`config.mk`:
```
export PLATFORM = sky130hd
export DESIGN_NAME = fifo_host_bridge
export DESIGN_NICKNAME = d
export VERILOG_FILES = /design/src/rtl/fhb_pkg.sv /design/src/rtl/fhb_decode.sv /design/src/rtl/fhb_wr_path.sv /design/src/rtl/fhb_rd_path.sv /design/src/rtl/fifo_host_bridge.sv
export SDC_FILE = /design/constraint.sdc
export NUM_CORES = 1
export LEC_CHECK = 0
export BUFFER_PORTS_ARGS = -buffer_cell sky130_fd_sc_hd__buf_4
export CAP_MARGIN = 0
export CORE_MARGIN = 4
export CORE_UTILIZATION = 41
export DETAILED_ROUTE_END_ITERATION = 8
export GPL_TIMING_DRIVEN = 0
export PLACE_DENSITY = 0.81
export SYNTH_ARGS = -nofsm -noshare
export SYNTH_HDL_FRONTEND = slang
export SYNTH_SLANG_ARGS = --single-unit
```
`constraint.sdc`:
```
create_clock -name clk -period 2.1 [get_ports clk]
set_input_delay 0 -clock clk [delete_from_list [all_inputs] [get_ports clk]]
set_output_delay 0 -clock clk [all_outputs]
set_load 0.05 [all_outputs]
```
`src/rtl/fhb_pkg.sv`:
```
package fhb_pkg;
  localparam int WORD_W = 18;
  localparam int HOST_W = 16;
  localparam int TAG_W  = WORD_W - HOST_W;

  // Host offsets whose exact values are decoded by the block
  localparam logic [5:0] OFS_SEL_WR   = 6'h20;
  localparam logic [5:0] OFS_SEL_RD   = 6'h24;
  localparam logic [5:0] OFS_LO_PEEK  = 6'h10;
  localparam logic [5:0] OFS_LO_POP   = 6'h14;
  localparam logic [5:0] OFS_HI_PEEK  = 6'h18;
  localparam logic [5:0] OFS_HI_POP   = 6'h1C;
  localparam logic [5:0] OFS_ADVANCE  = 6'h28;
endpackage

```
`src/rtl/fhb_decode.sv`:
```
module fhb_decode
  import fhb_pkg::*;
#(
  parameter int ADDR_W = 6
) (
  input  logic [ADDR_W-1:0] addr,
  input  logic              wr,
  input  logic              rd,
  input  logic              ex,
  output logic              data_wr,
  output logic [TAG_W-1:0]  tag,
  output logic              sel_wr,
  output logic              sel_rd,
  output logic              rd_lo,
  output logic              rd_hi,
  output logic              adv,
  output logic              ex_adv
);
  logic in_data_window;

  always_comb begin
    in_data_window = (addr[ADDR_W-1:4] == '0) && (addr[1:0] == 2'b00);
    data_wr = wr && in_data_window;
    // overlap flag in the upper tag bit, last-word flag in the lower
    tag     = addr[3:2];
    sel_wr  = wr && (addr == ADDR_W'(OFS_SEL_WR));
    sel_rd  = rd && (addr == ADDR_W'(OFS_SEL_RD));
    rd_lo   = rd && ((addr == ADDR_W'(OFS_LO_PEEK)) || (addr == ADDR_W'(OFS_LO_POP)));
    rd_hi   = rd && ((addr == ADDR_W'(OFS_HI_PEEK)) || (addr == ADDR_W'(OFS_HI_POP)));
    ex_adv  = ex && (addr == ADDR_W'(OFS_ADVANCE));
    adv     = (rd && ((addr == ADDR_W'(OFS_LO_POP)) || (addr == ADDR_W'(OFS_HI_POP)))) || ex_adv;
  end
endmodule

```
`src/rtl/fhb_wr_path.sv`:
```
module fhb_wr_path
  import fhb_pkg::*;
#(
  parameter int N_FIFO = 4
) (
  input  logic              clk,
  input  logic              rst,
  input  logic              data_wr,
  input  logic [TAG_W-1:0]  tag,
  input  logic              sel_wr,
  input  logic [HOST_W-1:0] wdata,
  input  logic [WORD_W-1:0] link_wdata,
  input  logic [N_FIFO-1:0] link_wen,
  input  logic [N_FIFO-1:0] fifo_full,
  output logic [WORD_W-1:0] fifo_wdata,
  output logic [N_FIFO-1:0] fifo_wen,
  output logic [N_FIFO-1:0] fifo_wclk,
  output logic [N_FIFO-1:0] sel_q,
  output logic              ovf_q
);
  logic              host_mode;
  logic [N_FIFO-1:0] lane_go;
  logic [N_FIFO-1:0] lane_drop;

  assign host_mode = (sel_q != '0);

  // per-lane gating of a host write against that FIFO's full flag
  for (genvar g = 0; g < N_FIFO; g++) begin : g_lane
    assign lane_go[g]   = data_wr && sel_q[g] && !fifo_full[g];
    assign lane_drop[g] = data_wr && sel_q[g] &&  fifo_full[g];
  end

  always_ff @(posedge clk) begin
    if (rst) begin
      sel_q <= '0;
      ovf_q <= 1'b0;
    end else if (sel_wr) begin
      sel_q <= wdata[N_FIFO-1:0];
      ovf_q <= 1'b0;
    end else if (lane_drop != '0) begin
      ovf_q <= 1'b1;
    end
  end

  always_ff @(posedge clk) begin
    if (rst) begin
      fifo_wdata <= '0;
      fifo_wen   <= '0;
      fifo_wclk  <= '0;
    end else if (host_mode) begin
      if (data_wr) fifo_wdata <= {tag, wdata};
      fifo_wen  <= lane_go;
      fifo_wclk <= lane_go;
    end else begin
      fifo_wdata <= link_wdata;
      fifo_wen   <= link_wen;
      fifo_wclk  <= link_wen;
    end
  end

  AST_NO_WR_FULL: assert property (@(posedge clk) disable iff (rst)
    (host_mode && data_wr) |=> ((fifo_wen & $past(fifo_full)) == '0));
  AST_WEN_IN_SEL: assert property (@(posedge clk) disable iff (rst)
    host_mode |=> ((fifo_wen & ~$past(sel_q)) == '0));
  AST_OVF_STICKY: assert property (@(posedge clk) disable iff (rst)
    (ovf_q && !sel_wr) |=> ovf_q);
  AST_CLK_WITH_WEN: assert property (@(posedge clk) disable iff (rst)
    fifo_wclk == fifo_wen);
endmodule

```
`src/rtl/fhb_rd_path.sv`:
```
module fhb_rd_path
  import fhb_pkg::*;
#(
  parameter int N_FIFO = 4
) (
  input  logic                     clk,
  input  logic                     rst,
  input  logic                     rd_lo,
  input  logic                     rd_hi,
  input  logic                     sel_rd,
  input  logic                     adv,
  input  logic                     ex_adv,
  input  logic [N_FIFO-1:0]        rd_sel,
  input  logic [N_FIFO*WORD_W-1:0] fifo_rdata,
  input  logic [N_FIFO-1:0]        fifo_empty,
  input  logic [N_FIFO-1:0]        sel_q,
  input  logic                     ovf_q,
  output logic [HOST_W-1:0]        host_rdata,
  output logic [N_FIFO-1:0]        fifo_ren
);
  logic [WORD_W-1:0] lane_word [N_FIFO];
  logic [WORD_W-1:0] picked;
  logic              pick_ok;
  logic [HOST_W-1:0] sel_word;

  for (genvar g = 0; g < N_FIFO; g++) begin : g_mux
    assign lane_word[g] = rd_sel[g] ? fifo_rdata[g*WORD_W +: WORD_W] : '0;
  end

  always_comb begin
    picked = '0;
    for (int i = 0; i < N_FIFO; i++) picked = picked | lane_word[i];
    pick_ok = (rd_sel != '0) && ((rd_sel & (rd_sel - 1'b1)) == '0);
    // overflow in the top bit, select bits at the bottom (N_FIFO < HOST_W)
    sel_word = '0;
    sel_word[N_FIFO-1:0] = sel_q;
    sel_word[HOST_W-1]   = ovf_q;
  end

  always_ff @(posedge clk) begin
    if (rst) begin
      host_rdata <= '0;
      fifo_ren   <= '0;
    end else begin
      if (rd_lo)
        host_rdata <= pick_ok ? picked[HOST_W-1:0] : '0;
      else if (rd_hi)
        host_rdata <= pick_ok ? {{(HOST_W-TAG_W){1'b0}}, picked[WORD_W-1:HOST_W]} : '0;
      else if (sel_rd)
        host_rdata <= sel_word;
      fifo_ren <= (adv && pick_ok) ? (rd_sel & ~fifo_empty) : '0;
    end
  end

  AST_REN_ONEHOT: assert property (@(posedge clk) disable iff (rst)
    $onehot0(fifo_ren));
  AST_NO_POP_EMPTY: assert property (@(posedge clk) disable iff (rst)
    adv |=> ((fifo_ren & $past(fifo_empty)) == '0));
  AST_EX_KEEPS_DATA: assert property (@(posedge clk) disable iff (rst)
    ex_adv |=> $stable(host_rdata));
  AST_IDLE_NO_POP: assert property (@(posedge clk) disable iff (rst)
    !adv |=> (fifo_ren == '0));
endmodule

```
`src/rtl/fifo_host_bridge.sv`:
```
module fifo_host_bridge
  import fhb_pkg::*;
#(
  parameter int N_FIFO = 4,
  parameter int ADDR_W = 6
) (
  input  logic                     clk,
  input  logic                     rst,
  input  logic [ADDR_W-1:0]        host_addr,
  input  logic                     host_wr,
  input  logic                     host_rd,
  input  logic                     host_ex,
  input  logic [HOST_W-1:0]        host_wdata,
  output logic [HOST_W-1:0]        host_rdata,
  input  logic [WORD_W-1:0]        link_wdata,
  input  logic [N_FIFO-1:0]        link_wen,
  output logic [WORD_W-1:0]        fifo_wdata,
  output logic [N_FIFO-1:0]        fifo_wen,
  output logic [N_FIFO-1:0]        fifo_wclk,
  input  logic [N_FIFO-1:0]        fifo_full,
  input  logic [N_FIFO-1:0]        rd_sel,
  input  logic [N_FIFO*WORD_W-1:0] fifo_rdata,
  input  logic [N_FIFO-1:0]        fifo_empty,
  output logic [N_FIFO-1:0]        fifo_ren
);
  logic              d_data_wr, d_sel_wr, d_sel_rd, d_rd_lo, d_rd_hi, d_adv, d_ex_adv;
  logic [TAG_W-1:0]  d_tag;
  logic [N_FIFO-1:0] sel_q;
  logic              ovf_q;

  fhb_decode #(.ADDR_W(ADDR_W)) dec_i (
    .addr(host_addr), .wr(host_wr), .rd(host_rd), .ex(host_ex),
    .data_wr(d_data_wr), .tag(d_tag), .sel_wr(d_sel_wr), .sel_rd(d_sel_rd),
    .rd_lo(d_rd_lo), .rd_hi(d_rd_hi), .adv(d_adv), .ex_adv(d_ex_adv)
  );

  fhb_wr_path #(.N_FIFO(N_FIFO)) wr_i (
    .clk(clk), .rst(rst), .data_wr(d_data_wr), .tag(d_tag), .sel_wr(d_sel_wr),
    .wdata(host_wdata), .link_wdata(link_wdata), .link_wen(link_wen),
    .fifo_full(fifo_full), .fifo_wdata(fifo_wdata), .fifo_wen(fifo_wen),
    .fifo_wclk(fifo_wclk), .sel_q(sel_q), .ovf_q(ovf_q)
  );

  fhb_rd_path #(.N_FIFO(N_FIFO)) rd_i (
    .clk(clk), .rst(rst), .rd_lo(d_rd_lo), .rd_hi(d_rd_hi), .sel_rd(d_sel_rd),
    .adv(d_adv), .ex_adv(d_ex_adv), .rd_sel(rd_sel), .fifo_rdata(fifo_rdata),
    .fifo_empty(fifo_empty), .sel_q(sel_q), .ovf_q(ovf_q),
    .host_rdata(host_rdata), .fifo_ren(fifo_ren)
  );

  AST_LINK_PASS: assert property (@(posedge clk) disable iff (rst)
    (sel_q == '0) |=> (fifo_wen == $past(link_wen)));
  AST_DATA_TAG: assert property (@(posedge clk) disable iff (rst)
    ((sel_q != '0) && d_data_wr) |=> (fifo_wdata[WORD_W-1:HOST_W] == $past(host_addr[3:2])));
endmodule

```
==> impl_metrics.csv <==
group,metric,value,unit
timing,skew,0.005696,ns
synth,yosys_most_used_dff,"dfxtp_1",
clocking,cts-root-buf,"clkbuf_8",
routing,routed_wl,9.553,mm
synth,synth_cell_types,36,
routing,final_antenna_net_count,0,
timing,drv_slew,0,
clocking,clk_path_buf_depth,2,
synth,yosys_register_bits,47,
routing,dr.pass1.iters,5,
synth,syn_area,2461,sq um
timing,rsz0062_at_grt,"no",
setup_path,required,2.26,ns
power,swShare,29.77,%
synth,ys_warn_count,0,
setup_path,crit_type,"flop to flop",
routing,drtIter0Drc,219,
die,die_h,85.48,um
die,io_pins,179,
die,initial_utilization,43.36,%
placed_design,place_congestion,0.8553,
power,power.internal,1.451,mW
timing,hold_viol,0,
synth,synth_area_per_cell,8.790,sq um
routing,drc,0,
timing,timing.fmax,551.2,MHz
layout,area_growth,68.02,%
power,power_frac_clock,25.6,%
timing,setup_tns,0,ns
clocking,clk_pin_slew,0.09,ns
power,p_leak,1.879,nW
routing,wl_per_cell,17.24,um
timing,setup_viol,0,
layout,fill_cells,449,
global_route,grt_max_degree,15,
layout,layout.nets,614,
global_route,grt_pass1_wl,14.60,mm
clocking,h-tree-depth,2,
global_route,grt_pass1_vias,3059,
power,ir_drop,0.0003739,V
setup_path,cp.arrival,1.98,ns
layout,diodes,0,
placed_design,dp_hpwl,7.471,mm
run_status,status,"completed",
setup_path,startpoint_type,"flop",
hold_path,min_path_type,"primary input to flop",
clocking,cts_tree,"yes",
synth,async_reset_ff_share,0,%
die,core,5675,sq um
clocking,cts_made_buffers,5,
layout,final_common_cell,"buf_4",
power,power.density,499.6,nW/um^2
global_route,grt_antenna_before_repair,0,
clocking,cts.repair.resized,0,
timing,finalCritPeriodShare,86.40,%
synth,synth_fp_nets,413,
power,finalPower,2.066,mW
synth,synth_edf_count,0,
timing,maxSlewHeadroom,50.96,%
clocking,post_cts_buffers,0,
setup_path,crit_path_end_kind,"flop",
global_route,track_usage,24.67,%
routing,vias,3061,
setup_path,critPathMaxFanout,10,
clocking,clk_latency,0.29,ns
flow_run,maxCapViolations,0,
power,power_frac_seq,45.3,%
layout,fin_util,72.86,%
timing,worst_pin_slew,0.7345,ns
power,power.switching,0.6150,mW
clocking,cts_sinks,47,
synth,yosysSeqAreaShare,38.23,%
routing,vias_per_cell,5.525,
global_route,gr-total-overflow,0,
power,p_comb_share,29.1,%
synth,syn_inst,280,
die,die-area,7306,sq um
die,die_x,85.48,um
layout,final_cell_mix,"186 x buf_4, 47 x dfxtp_1, 42 x nor2_1, 39 x a22oi_1",
timing,fin_crit,1.814,ns
die,rows,27,
placed_design,port_buffers,177,
layout,drive_above_1_share,41.08,%
[metrics by stage]
stage	instance area [sq um]	hold WS (ns)	instances	setup WS, ns
final	4135	0.003788	554	0.2857
after CTS	4135	0.0002562	554	0.3520
after global routing	4135	0.001614	554	0.1553
after floorplan	2461	0.07615	280	0.6146
after detailed placement	3880	0.1656	529	0.3648
after global placement	3880	0.1619	529	0.3687
[cells in the mapped netlist (2+ instances only)]
master | instances | area [sq um]
buf_4 | 9 | 67.56
a211oi_1 | 22 | 165.2
nor2_1 | 42 | 157.7
buf_1 | 2 | 7.510
a32oi_1 | 19 | 166.4
or3b_1 | 2 | 17.52
dfxtp_1 | 47 | 940.9
nor3b_1 | 6 | 45.04
a22oi_1 | 39 | 292.8
nor3_1 | 2 | 10.01
buf_2 | 2 | 10.01
nor4_1 | 2 | 12.51
or4b_1 | 2 | 20.02
nand4_1 | 2 | 12.51
clkbuf_1 | 14 | 52.55
nand3_1 | 3 | 15.01
mux2i_1 | 22 | 220.2
nand2_1 | 20 | 75.07
inv_1 | 6 | 22.52
[worst max-delay path, stage by stage (launching register included)]
cell and delay (ns):
dfxtp_1 0.39, or4_1 0.53, clkbuf_1 0.22, clkbuf_1 0.27, nor2_1 0.19, a211oi_1 0.08
[metal layers]
layer	up-vias	routed length (um)	global-route usage, %
met5	-	0	0
met4	0	265	8.777
met3	22	1039	7.379
met2	182	4742	44.28
met1	1389	3505	27.38
li1	1468	-	-
[flip-flops by register name (all words and copies together), names as in the netlist]
signal,flops
wr_i.fifo_wdata,18
rd_i.host_rdata,16
rd_i.fifo_ren,4
wr_i.fifo_wen,4
wr_i.sel_q,4
wr_i.ovf_q,1
[final cells by class]
type / instances / area [sq um] / share of cell area (%)
sequential: 47 / 940.9 / 22.75
clock buffer: 6 / 72.57 / 1.755
multi-input combinational: 200 / 1360 / 32.89
tap: 72 / 90.09 / 2.179
inverter: 6 / 22.52 / 0.5446
buffer: 27 / 137.6 / 3.328
clock inverter: 2 / 12.51 / 0.3026
timing repair buffer: 194 / 1499 / 36.25
[worst paths after layout]
path	startpoint	endpoint	slack, ns	depth (start not counted)
hold reg to reg	rd_i.host_rdata[12]$_SDFFE_PP0P_	rd_i.host_rdata[12]$_SDFFE_PP0P_	0.49	2
setup / recovery	wr_i.sel_q[3]$_SDFFE_PP0P_	wr_i.fifo_wdata[2]$_SDFFE_PP0P_	0.29	5
hold / removal	link_wdata[9]	wr_i.fifo_wdata[9]$_SDFFE_PP0P_	0.004	3
setup reg to reg	wr_i.sel_q[3]$_SDFFE_PP0P_	wr_i.fifo_wdata[2]$_SDFFE_PP0P_	0.29	5
[cells by family after synthesis]
group | Yosys count | share of synthesized area [%]
flip-flops | 47 | 38.23
multiplexers | 22 | 8.948
AND/OR/NAND/NOR | 90 | 18.10
XOR/XNOR | 1 | 0.3559
AO/OA/AOI/OAI | 87 | 27.86
buffers and inverters | 33 | 6.507
[power groups by stage]
stage | clock network [mW] | logic (mW) | registers, mW
finish | 0.529 | 0.601 | 0.936
global route | 0.576 | 0.639 | 0.941
CTS | 0.535 | 0.596 | 0.936
detailed placement | 0 | 0.570 | 0.956
global placement | 0 | 0.559 | 0.956
floorplan | 0 | 0.179 | 1.05
[timing repair]
action | 4_1_cts | 5_1_grt
hold buffers | 17 | 0
hold endpoints to repair | 17 | 0
endpoints found under the setup margin | 0 | 0
Note: power is estimated with default switching activity, not from simulation.
